`src/rtl/tmr_pkg.sv`:
```
package tmr_pkg;
  localparam int PRE_W  = 4;
  localparam int POST_W = 4;

  localparam logic [1:0] ADDR_CNT  = 2'd0;
  localparam logic [1:0] ADDR_PER  = 2'd1;
  localparam logic [1:0] ADDR_CTRL = 2'd2;
  localparam logic [1:0] ADDR_STAT = 2'd3;

  typedef struct packed {
    logic              clrScalers;
    logic              loadCnt;
    logic              runEn;
    logic [1:0]        preSel;
    logic [POST_W-1:0] postSel;
  } tmr_strobe_t;

  function automatic logic [PRE_W-1:0] preLast(input logic [1:0] sel);
    case (sel)
      2'b00:   preLast = 4'd0;
      2'b01:   preLast = 4'd3;
      default: preLast = 4'd15;
    endcase
  endfunction
endpackage

```
`src/rtl/tmr_datapath.sv`:
```
module tmr_datapath
  import tmr_pkg::*;
#(
  parameter int CntW = 8
) (
  input  logic            clk,
  input  logic            rstN,
  input  tmr_strobe_t     stb,
  input  logic [CntW-1:0] loadVal,
  input  logic [CntW-1:0] period,
  output logic [CntW-1:0] cnt,
  output logic            postEvent,
  output logic            matchTick
);
  logic [PRE_W-1:0]  preCnt;
  logic [POST_W-1:0] postCnt;
  logic              prePulse;
  logic              wrap;
  logic              postTerm;

  assign prePulse  = stb.runEn && !stb.clrScalers && (preCnt == preLast(stb.preSel));
  assign wrap      = prePulse && (cnt == period);
  assign postTerm  = (postCnt == stb.postSel);
  assign postEvent = wrap && postTerm;

  always_ff @(posedge clk) begin
    if (!rstN) begin
      preCnt <= '0;
    end else if (stb.clrScalers) begin
      preCnt <= '0;
    end else if (stb.runEn) begin
      preCnt <= prePulse ? '0 : preCnt + 1'b1;
    end
  end

  always_ff @(posedge clk) begin
    if (!rstN) begin
      cnt <= '0;
    end else if (stb.loadCnt) begin
      cnt <= loadVal;
    end else if (prePulse) begin
      cnt <= wrap ? '0 : cnt + 1'b1;
    end
  end

  always_ff @(posedge clk) begin
    if (!rstN) begin
      postCnt <= '0;
    end else if (stb.clrScalers) begin
      postCnt <= '0;
    end else if (wrap) begin
      postCnt <= postTerm ? '0 : postCnt + 1'b1;
    end
  end

  always_ff @(posedge clk) begin
    if (!rstN) matchTick <= 1'b0;
    else       matchTick <= wrap;
  end
endmodule

```
`src/rtl/tmr_control.sv`:
```
module tmr_control
  import tmr_pkg::*;
#(
  parameter int CntW = 8
) (
  input  logic            clk,
  input  logic            rstN,
  input  logic [1:0]      busAddr,
  input  logic            busWrEn,
  input  logic [CntW-1:0] busWrData,
  input  logic [CntW-1:0] cnt,
  input  logic            postEvent,
  output tmr_strobe_t     stb,
  output logic [CntW-1:0] period,
  output logic [CntW-1:0] busRdData,
  output logic            irqFlag,
  output logic            irqEn
);
  localparam int CtrlW = POST_W + 3;

  logic [CtrlW-1:0] ctrlReg;
  logic             wrCnt, wrPer, wrCtrl, wrStat;

  assign wrCnt  = busWrEn && (busAddr == ADDR_CNT);
  assign wrPer  = busWrEn && (busAddr == ADDR_PER);
  assign wrCtrl = busWrEn && (busAddr == ADDR_CTRL);
  assign wrStat = busWrEn && (busAddr == ADDR_STAT);

  always_comb begin
    stb.clrScalers = wrCnt || wrCtrl;
    stb.loadCnt    = wrCnt;
    stb.runEn      = ctrlReg[2];
    stb.preSel     = ctrlReg[1:0];
    stb.postSel    = ctrlReg[CtrlW-1:3];
  end

  always_ff @(posedge clk) begin
    if (!rstN) begin
      ctrlReg <= '0;
      period  <= '1;
      irqEn   <= 1'b0;
    end else begin
      if (wrCtrl) ctrlReg <= busWrData[CtrlW-1:0];
      if (wrPer)  period  <= busWrData;
      if (wrStat) irqEn   <= busWrData[1];
    end
  end

  always_ff @(posedge clk) begin
    if (!rstN)                       irqFlag <= 1'b0;
    else if (postEvent)              irqFlag <= 1'b1;
    else if (wrStat && !busWrData[0]) irqFlag <= 1'b0;
  end

  always_comb begin
    busRdData = '0;
    case (busAddr)
      ADDR_CNT:  busRdData = cnt;
      ADDR_PER:  busRdData = period;
      ADDR_CTRL: busRdData[CtrlW-1:0] = ctrlReg;
      default:   busRdData[1:0] = {irqEn, irqFlag};
    endcase
  end
endmodule

```
`src/rtl/period_timer.sv`:
```
module period_timer
  import tmr_pkg::*;
#(
  parameter int CntW = 8
) (
  input  logic            clk,
  input  logic            rstN,
  input  logic [1:0]      busAddr,
  input  logic            busWrEn,
  input  logic [CntW-1:0] busWrData,
  output logic [CntW-1:0] busRdData,
  output logic            irqOut,
  output logic            matchTick
);
  tmr_strobe_t     stb;
  logic [CntW-1:0] period;
  logic [CntW-1:0] cntVal;
  logic            postEvent;
  logic            irqFlag;
  logic            irqEn;

  tmr_control #(.CntW(CntW)) u_ctrl (
    .clk(clk), .rstN(rstN), .busAddr(busAddr), .busWrEn(busWrEn),
    .busWrData(busWrData), .cnt(cntVal), .postEvent(postEvent),
    .stb(stb), .period(period), .busRdData(busRdData),
    .irqFlag(irqFlag), .irqEn(irqEn)
  );

  tmr_datapath #(.CntW(CntW)) u_dp (
    .clk(clk), .rstN(rstN), .stb(stb), .loadVal(busWrData),
    .period(period), .cnt(cntVal), .postEvent(postEvent),
    .matchTick(matchTick)
  );

  assign irqOut = irqFlag && irqEn;
endmodule

```
`config.mk`:
```
export PLATFORM = sky130hd
export DESIGN_NAME = period_timer
export DESIGN_NICKNAME = d
export VERILOG_FILES = /design/src/rtl/tmr_pkg.sv /design/src/rtl/tmr_datapath.sv /design/src/rtl/tmr_control.sv /design/src/rtl/period_timer.sv
export SDC_FILE = /design/constraint.sdc
export NUM_CORES = 1
export LEC_CHECK = 0
export BUFFER_PORTS_ARGS = -buffer_cell sky130_fd_sc_hd__buf_2
export CAP_MARGIN = 20
export CELL_PAD_IN_SITES_DETAIL_PLACEMENT = 1
export CELL_PAD_IN_SITES_GLOBAL_PLACEMENT = 1
export CORE_ASPECT_RATIO = 1.4
export CORE_MARGIN = 3
export CORE_UTILIZATION = 35
export DETAILED_ROUTE_END_ITERATION = 6
export PLACE_DENSITY_LB_ADDON = 0.15
export SYNTH_ARGS = -nofsm -noshare
export SYNTH_HDL_FRONTEND = slang
export SYNTH_HIERARCHICAL = 1
export SYNTH_SLANG_ARGS = --single-unit
```
`constraint.sdc`:
```
create_clock -name clk -period 2.91 [get_ports clk]
set_input_delay 0.7275 -clock clk [delete_from_list [all_inputs] [get_ports clk]]
set_output_delay 0.7275 -clock clk [all_outputs]
set_load 0.01 [all_outputs]
```
After elaboration in Yosys (flattened, before gate mapping):

Cells that the tools add are included.
W data, S select, Z words.

* $add $sub $neg: 3
* equality and inequality tests: 7
* mux-type cells: 11
* bitwise operators: 1
* reduce and logical (&&, ||, !) cells: 18

Operators by type and width (number)
* $mux W8: 3
* $pmux W5 S3: 1
* $logic_and A1 B1 Y1: 10
* $add A4 B1 Y4 const B: 2
* $add A8 B1 Y8 const B: 1
* $eq A4 B4 Y1: 2
* $eq A8 B8 Y1: 1
* $mux W4: 2
* $pmux W4 S2: 1
* $pmux W2 S3: 1
* $eq A2 B1 Y1 const B: 2
* $eq A2 B2 Y1 const B: 2
* $logic_not A2 Y1: 2
* $reduce_bool A2 Y1: 2
* $logic_not A1 Y1: 2
* $mux W1: 2
* $pmux W1 S2: 1
* $reduce_or A2 Y1: 1
* $logic_or A1 B1 Y1: 1
* $not A1 Y1: 1

* flip-flop bits (word level): 34
* input port bits: 13
* output and inout port bits: 10
* logic and storage cells: 48

Longest topological paths before layout:

Gate-level depths: netlist of the first run.

* depth in word-level cells: 10
* depth in mapped cells: 8
* gate-level depth less buffers: 6

By module:

Netlist of the first run, hierarchy kept.

Modules (own cells, without submodules)
* tmr_datapath: times used 1, cells an instance 129, area an instance 1127.3 um^2, seq. area each 340.3 um^2
* tmr_control: times used 1, cells an instance 96, area an instance 915.9 um^2, seq. area each 340.3 um^2
* period_timer: times used 1, cells an instance 1, area an instance 6.3 um^2, seq. area each 0.0 um^2

Worst setup path after synthesis of the first run:

No wires, ideal clock.

* path type: in2reg
* start: input port busWrEn
* end: register u_dp.cnt[5]
* setup time: 0.095 ns
* data arrival time: 2.048 ns
* required time: 2.815 ns
* slack: 0.766 ns
* stages: 8
* buffers on the path: 3
* cells stage by stage: buf_2 > nor2b_1 > nor2b_1 > buf_4 > clkbuf_1 > a22o_1 > o21ai_1 > a221oi_1

RTL lines
* from (decl): line period_timer.sv:9 `input logic busWrEn,`
* to (signal assigned): line tmr_datapath.sv:40 `cnt <= loadVal;`
* to (signal assigned): line tmr_datapath.sv:42 `cnt <= wrap ? '0 : cnt + 1'b1;`
* to (decl): line tmr_datapath.sv:11 `output logic [CntW-1:0] cnt,`

Worst setup path in the final report of the first run:

* start: input port busAddr[0]
* end: output port busRdData[4]

* longest elaborated chain between the ends: 2
* elaborated cells on any way between the ends: 4
* those cells by class: 2 x eq/ne; 1 x mux; 1 x reduce/logical

RTL lines
* from (decl): line period_timer.sv:8 `input logic [1:0] busAddr,`
* $eq A2 B2 Y1, or another cell as far along: line tmr_control.sv:57 `case (busAddr)`
* $pmux W5 S3 (*): line tmr_control.sv:57
* to (decl): line period_timer.sv:11 `output logic [CntW-1:0] busRdData,`

Mark *: on every way between the ends. The rest lies on a longest branch, timed or not.

==> results of run 1 <==
## cell families after synthesis
| logic type | count (synthesis) | share of synthesized area, % |
|---|---|---|
| xor gates and xnor gates | 17 | 7.265 |
| and+or+nand+nor | 81 | 23.99 |
| AOI/OAI and AO/OA | 50 | 18.38 |
| muxes | 17 | 9.523 |
| DFF | 34 | 33.21 |
| buffers and inverters | 24 | 5.799 |
| adders and majority gates | 3 | 1.832 |
## cells in the mapped netlist (3+ instances only)
library cell / number
nor2_1: 7
mux2i_1: 15
xor2_1: 12
o2bb2ai_1: 5
nand2_1: 25
and2_1: 3
xnor2_1: 5
o21ai_0: 7
nor3_1: 3
nand3_1: 10
nand4b_1: 8
dfxtp_1: 34
a32oi_1: 4
a21oi_1: 13
o211ai_1: 8
inv_1: 11
clkbuf_1: 3
ha_1: 3
buf_2: 5
## critical path, delay by kind of cell
kind                   cells  cell delay [ps]
buffers and inverters      3              560
and+or+nand+nor            1              240
AOI/OAI and AO/OA          1              140
## area by class of cell
type | instances | area [sq um] | share of cell area (%)
clock buffers | 7 | 86.33 | 3.760
clock inverters | 1 | 5.005 | 0.2180
multi-input cells | 168 | 1250 | 54.44
inverters | 11 | 41.29 | 1.798
repair buffers | 27 | 147.6 | 6.431
well taps | 68 | 85.08 | 3.706
flip-flops and latches | 34 | 680.7 | 29.65
## power breakdown
| part | internal (uW) | total, uW | switching [uW] | leakage [uW] |
|---|---|---|---|---|
| Sequential | 481 | 507 | 25.7 | 0.000277 |
| Combinational | 62.1 | 146 | 84.3 | 0.000599 |
| Clock | 191 | 371 | 180 | 0.0000482 |
## per-stage QoR
step	worst slack [ps]	total power, uW	instance area, sq um	hold WS [ps]	instances
floorplan	766.5	613.1	2049	443.4	226
global placement	536.0	663.6	2205	479.8	308
detailed placement	520.0	665.3	2205	490.1	308
CTS	518.7	1041	2296	502.2	316
global route	443.4	1075	2296	534.3	316
finish	512.9	1025	2296	492.4	316
## sequential cells by signal (all words and copies together), names as in the netlist
register        flops
u_dp/cnt            8
u_dp/matchTick      1
u_dp/preCnt         4
u_ctrl/irqFlag      1
u_dp/postCnt        4
u_ctrl/irqEn        1
u_ctrl/period       8
u_ctrl/ctrlReg      7
## worst paths after layout
| path | from | endpoint | slack (ps) | cells after the start |
|---|---|---|---|---|
| worst max-delay path | busAddr[0] | busRdData[4] | 510 | 5 |
| worst min-delay path | u_ctrl/irqEn | u_ctrl/irqEn | 490 | 2 |
| worst max register to register | u_dp/preCnt[0] | u_dp/postCnt[2] | 610 | 5 |
| worst min register to register | u_ctrl/irqEn | u_ctrl/irqEn | 490 | 2 |
## layer usage
metal,wire length [um],part of all wire [%]
met1,2539,44
met2,2916,50
met3,167,2.9
met4,202,3.5
met5,0,0
## cell usage in the layout (no fill, tap or decap), types with 4 or more instances in the layout
cell       netlist  final
dfxtp_1         34     34
nand2_1         25     25
buf_2            5     22
mux2i_1         15     15
a21oi_1         13     13
xor2_1          12     12
inv_1           11     11
nand3_1         10     10
nand4b_1         8      8
o211ai_1         8      8
nor2_1           7      7
o21ai_0          7      7
clkbuf_8         0      6
buf_4            2      5
o2bb2ai_1        5      5
xnor2_1          5      5
a32oi_1          4      4
==> flow_summary.toml, run 1 <==
[outcome]
outcome = "complete, no violations"

[sta]
slew_headroom_pct = 63.75
tightest_slew_ps = 543.8
final.period_utilization_pct = 82.37
period_needed_ps = 2397
finalHoldViolations = 0
skew_ps = 5.957
tns_ps = 0
fmax_ghz = 0.4172
setup_viol = 0
maxSlewViolCount = 0
rsz0062_at_grt = "no"

[global_routing]
met1_usage_pct = 21.16
grt_max_degree = 24
grt_pass1_vias = 1849
antenna_found_initial = 0
grt.met3_usage_pct = 2.795
grt_pass1_wl_mm = 9.487
grt_usage_pct = 17.94
grtUsageMet2_pct = 31.72
top_usage_layer = "met2"
grt_overflow = 0

[clocking]
path_clk_slew_ps = 70
cts_resized = 0
insertion_delay_ps = 290
cts_num_sinks = 34
tritoncts = "done"
cts-root-buf = "clkbuf_8"
cts_buffers = 5
cts_hold_buf = 0
cts_setup_buffers = 0
htreeDepth = 2
cts_buffer_depth = 2

[cells_and_area]
diodes = 0
postLayoutCoreUtil_pct = 40.96
fin_nets = 263
drive_above_1_share_pct = 17.74
num-fill-cells = 690
synthToLayoutAreaGrowth_pct = 12.03

[routing]
finalWirelength_mm = 5.826
drt_first_pass_iters = 4
wl_per_cell_um = 18.44
drc = 0
drt_iter0_drc = 58
num_vias = 1781
ant_nets = 0
vias_per_cell = 5.636

[place]
place.gp.congestion = 0.7848
dp_hpwl_mm = 4.470
portBuffers = 22

[synthesis]
synth_nets = 242
synth_cells = 226
synth-main-ff-cell = "dfxtp_1"
synth_cell_types = 49
synth-edff-count = 0
synth_top_area_cell = "dfxtp_1"
yosysWarnings = 6
seq_area_frac_synth_pct = 33.21
ys_seq_elements = 34
synth-async-reset-ratio_pct = 0
netlist_area_sq_mm = 0.002049
synth_area_leaders = "dfxtp_1, mux2i_1, xor2_1, nand2_1, nand4b_1"
synth_top_cell_area_share_pct = 33.21
syn_area_per_cell_sq_um = 9.068

[worst_setup_path]
crit_chain = "buf_2 -> buf_4 -> and2b_1 -> o2bb2ai_1 -> buf_2"
endpoint_kind = "output port"
crit_path_frequent_cell = "buf_2"
max_stage_delay_ps = 240
path_max_fanout = 14
critPathRequiredTime_ps = 2180
startpoint_type = "input pin"
cp.arrival_ps = 1670
crit_type = "input pin to output port"
worst_path_max_delay_cell = "and2b_1"

[die]
die-area_sq_mm = 0.006822
start_util_pct = 36.56
coreArea_sq_mm = 0.005605
rows = 32
fp.dieH_um = 96.54
pin_count = 23
die_x_um = 70.67

[min_path]
min_path_type = "register to register"

[power]
p_leak_uw = 0.0009236
peakVddDrop_mv = 0.1836
power_density_mw_per_mm2 = 446.2

[flow_run]
maxCapViolCount = 0
Power figures use the tool's default switching activity.
==> run 2: changes to the inputs <==
Clock period 2.91 ns to 1.9 ns, I/O delays scaled along.
==> run 2 against run 1 <==
Effect of this change: the run now ends with setup timing left; clock power is 54% higher; sequential power rose by 50%; clock skew is 2.6 ps higher; die area is the same; critical endpoint is now u_dp/postCnt[2]; via count grew 6.0%; global-route usage is 1.5 points higher; critical path depth is the same; cell count rose by 10%; largest cell class unchanged; core utilization up 5.6 points; setup slack worse by 580 ps; wire length increased by 9.4%.
==> flow_summary.toml, run 2 (same netlist as run 1, synthesis figures left out) <==
[clocking]
htreeDepth = 2
tritoncts = "done"
cts_hold_buf = 0
cts_buffers = 5
insertion_delay_ps = 290
cts-root-buf = "clkbuf_8"
cts_buffer_depth = 2
path_clk_slew_ps = 70
cts_num_sinks = 34

[worst_setup_path]
cp.arrival_ps = 2180
endpoint_kind = "register"
crit_chain = "or3_4 -> a2111oi_4 -> o2111ai_4 -> or4b_1 -> a21oi_1"
crit_start = "u_dp/preCnt[0]"
critPathRequiredTime_ps = 2120
startpoint_type = "register"
r2r-start = "u_dp/preCnt[0]"
max_stage_delay_ps = 490
cpLargestDelayFamily = "simple AND/OR/NAND/NOR gates"
path_max_fanout = 5
worst_path_max_delay_cell = "or4b_1"
crit_buf_inv = 0
crit_type = "register to register"

[sta]
skew_ps = 8.557
setup_ws_ps = -63.71
slew_headroom_pct = 72.95
period_needed_ps = 1964
holdWs_ps = 465.2
tightest_slew_ps = 405.8
maxSlewViolCount = 0
final.period_utilization_pct = 103.4
finalHoldViolations = 0
setup_viol = 5
fmax_ghz = 0.5092
rsz0062_at_grt = "yes"

[global_routing]
grt_pass1_wl_mm = 9.936
grt_max_degree = 17
grt_overflow = 0
grt_pass1_vias = 1917
antenna_found_initial = 0
grt_usage_pct = 19.39

[power]
power_density_mw_per_mm2 = 623.0
p_leak_uw = 0.001107
peakVddDrop_mv = 0.3535

[routing]
num_vias = 1888
drt_iter0_drc = 59
wl_per_cell_um = 18.26
ant_nets = 0
drt_first_pass_iters = 4
vias_per_cell = 5.410
finalWirelength_mm = 6.374
drc = 0

[cells_and_area]
drive_above_1_share_pct = 30.25
final_common_cell = "buf_4"
diodes = 0
synthToLayoutAreaGrowth_pct = 27.47
final_cell_mix = "buf_4, dfxtp_1, nand2_1"
num-fill-cells = 688
fin_nets = 296
fin_cells = 349
reg_top3 = "u_ctrl/period (8), u_dp/cnt (8), u_ctrl/ctrlReg (7)"

[die]
die-area_sq_mm = 0.006822
die_x_um = 70.67
pin_count = 23
fp.dieH_um = 96.54
rows = 32
start_util_pct = 36.56
coreArea_sq_mm = 0.005605

[place]
dp_hpwl_mm = 4.931
dp_cells = 336
dp_slack_ps = -49.10
place.gp.congestion = 0.8250
portBuffers = 22

[min_path]
min-delay-start = "busWrData[2]"
min_path_type = "input pin to register"

[outcome]
violations = "setup timing"
outcome = "finished with violations"

[flow_run]
maxCapViolCount = 0
-- run 2: final cells by class --
class                      count  area, sq um  share of cell area, %
multi-input combinational    168         1276                  48.85
sequential                    34        684.4                  26.20
timing repair buffer          60        434.2                  16.62
clock buffer                   7        86.33                  3.305
tap                           68        85.08                  3.257
inverter                      11        41.29                  1.580
clock inverter                 1        5.005                 0.1916
-- run 2: final timing paths --
path / to / slack [ps] / cells after the start
max: u_dp/postCnt[2] / -60 / 5
min: u_ctrl/ctrlReg[2] / 470 / 3
max reg2reg: u_dp/postCnt[2] / -60 / 5
min reg2reg: u_ctrl/ctrlReg[5] / 490 / 2
-- run 2: power by group --
part	internal (uW)	switching (uW)
Combinational	135	160
Sequential	738	24.3
Clock	293	277
Total	1170	462
-- run 2: worst min-delay path, cell delays in order --
cell and delay [ps]:
buf_2 120, nand2_1 60, mux2i_1 50
-- run 2: through the flow --
step / area [sq um] / util [%] / power (uW) / TNS [ps]
floorplan: 2051 / - / 938.8 / -153.2
global placement: 2441 / 43.55 / 1058 / -67.51
detailed placement: 2441 / 43.55 / 1062 / -129.8
CTS: 2546 / 45.42 / 1647 / -189.2
global route: 2613 / 46.61 / 1717 / -722.5
finish: 2613 / 46.61 / 1628 / -187.3
-- run 2: metal layers --
metal  track usage (%)  up-vias  part of all wire (%)
met2             36.17       26                    54
met3             2.899        9                   2.7
met4             7.524        0                   1.9
met5                 0        -                     0
met1             22.21      918                    41
li1                  -      935                     -
-- run 2: timing repair --
item,4_1_cts,5_1_grt
setup buffers,1,4
endpoints found under the hold margin,0,0
resized for setup,1,13
pin swaps,2,6
setup endpoints to repair,6,12
==> run 3: changes to the inputs <==
Settings changed: PLACE_DENSITY_LB_ADDON 0.15 to 0.1.
==> run 3 against run 2 <==
Effect of this change: final area up 3.2%; combinational power rose by 5%; clock skew down 4.9 ps; first-iteration DRC count shrank 24%; power grew 0.78%; largest power group unchanged; wire length increased by 2.9%; setup slack got worse by 28 ps; critical path type unchanged; the flow still finishes with violations (setup timing); core utilization grew 1.5 points; sequential share of layout area is 0.80 points lower.
==> flow_summary.toml, run 3 (same netlist as run 1, synthesis figures left out) <==
[die]
die-area_sq_mm = 0.006822
coreArea_sq_mm = 0.005605
rows = 32
die_x_um = 70.67
pin_count = 23
fp.dieH_um = 96.54
start_util_pct = 36.56

[sta]
tightest_slew_ps = 388.7
slew_headroom_pct = 74.09
rsz0062_at_grt = "yes"
skew_ps = 3.663
finalHoldViolations = 0
setup_ws_ps = -91.34
period_needed_ps = 1991
maxSlewViolCount = 0
fmax_ghz = 0.5022
setup_viol = 5
final.period_utilization_pct = 104.8

[cells_and_area]
final_cell_mix = "buf_4, dfxtp_1, nand2_1"
diodes = 0
drive_above_1_share_pct = 33.10
fin_nets = 299
reg_top3 = "u_ctrl/period (8), u_dp/cnt (8), u_ctrl/ctrlReg (7)"
synthToLayoutAreaGrowth_pct = 31.50
final_common_cell = "buf_4"
fin_cells = 352
final_design_area_no_fill_sq_mm = 0.002695
postLayoutCoreUtil_pct = 48.08

[worst_setup_path]
cp.arrival_ps = 2210
path_max_fanout = 6
startpoint_type = "register"
endpoint_kind = "register"
worst_path_max_delay_cell = "or4b_1"
cpLargestDelayFamily = "simple AND/OR/NAND/NOR gates"
crit_buf_inv = 0
max_stage_delay_ps = 500
critPathRequiredTime_ps = 2110
crit_chain = "or3_4 -> a2111oi_4 -> o2111ai_4 -> or4b_1 -> a21oi_1"
crit_type = "register to register"

[routing]
vias_per_cell = 5.426
finalWirelength_mm = 6.556
drt_iter0_drc = 45
drt_first_pass_iters = 4
wl_per_cell_um = 18.63
drc = 0
num_vias = 1910
ant_nets = 0

[power]
power_uw = 1640
power_density_mw_per_mm2 = 608.6
p_leak_uw = 0.001129
p_int_uw = 1174
peakVddDrop_mv = 0.3233
p_sw_uw = 466.3
swShare_pct = 28.43
pwr-share-seq_pct = 46.5
clkPwrFrac_pct = 34.5
comb_power_share_pct = 19.0

[clocking]
insertion_delay_ps = 280
cts_buffer_depth = 2
cts_hold_buf = 0
cts_num_sinks = 34
path_clk_slew_ps = 70
htreeDepth = 2
cts-root-buf = "clkbuf_8"
cts_buffers = 5
tritoncts = "done"

[place]
place_area_sq_mm = 0.002436
portBuffers = 22
dp_hpwl_mm = 4.908
dp_cells = 337
place.gp.congestion = 0.7927

[global_routing]
antenna_found_initial = 0
grt_max_degree = 15
grt_overflow = 0
grt_pass1_wl_mm = 10.45
grt_pass1_vias = 1997
grt_usage_pct = 19.94

[flow_run]
maxCapViolCount = 0

[outcome]
violations = "setup timing"
outcome = "finished with violations"

[min_path]
min_path_type = "input pin to register"
[run 3: cell type report]
| type | instances | area, sq um |
|---|---|---|
| inverter | 11 | 41.29 |
| fill | 670 | 2910 |
| clock buffer | 7 | 86.33 |
| sequential | 34 | 684.4 |
| clock inverter | 1 | 5.005 |
| timing repair buffer | 63 | 469.2 |
| multi-input combinational | 168 | 1324 |
| tap | 68 | 85.08 |
[run 3: per-layer routing]
layer  vias up  share of wire (%)  global-route usage [%]
li1        936                  -                       -
met1       933                 43                   22.93
met2        28                 53                   37.03
met3        13                1.9                   3.002
met4         0                2.7                   7.837
met5         -                  0                       0
[run 3: tightest hold or removal path, cell delays in order]
cell and delay, ps:
buf_2 120, nand2_1 50, mux2i_1 50
[run 3: stage by stage]
step	setup TNS (ps)	setup WS [ps]	hold slack (ps)
6_report	-265.9	-91.34	461.1
5_1_grt	-1243	-180.2	477.0
4_1_cts	-249.7	-103.3	460.3
3_5_place_dp	-525.1	-89.57	485.5
3_3_place_gp	-312.5	-78.43	465.8
2_1_floorplan	-153.2	-89.50	443.4
[run 3: power groups by stage]
stage,Clock (uW),Combinational (uW),Sequential [uW]
4_1_cts,586,292,762
5_1_grt,624,340,766
6_report,566,312,762
3_5_place_dp,0,281,779
3_3_place_gp,0,279,778
2_1_floorplan,0,164,775
[run 3: final timing paths]
check	slack [ps]	endpoint	cells past startpoint	from
setup / recovery	-90	u_dp/postCnt[2]	5	u_dp/preCnt[0]
hold / removal	460	u_ctrl/ctrlReg[3]	3	busWrData[3]
setup reg to reg	-90	u_dp/postCnt[2]	5	u_dp/preCnt[0]
hold reg to reg	490	u_ctrl/irqEn	2	u_ctrl/irqEn
[run 3: repair_timing]
item	in CTS	in global routing
setup endpoints to repair	9	16
cloned	0	0
gates resized for setup	5	24
setup buffers	4	3
pin swaps	5	10
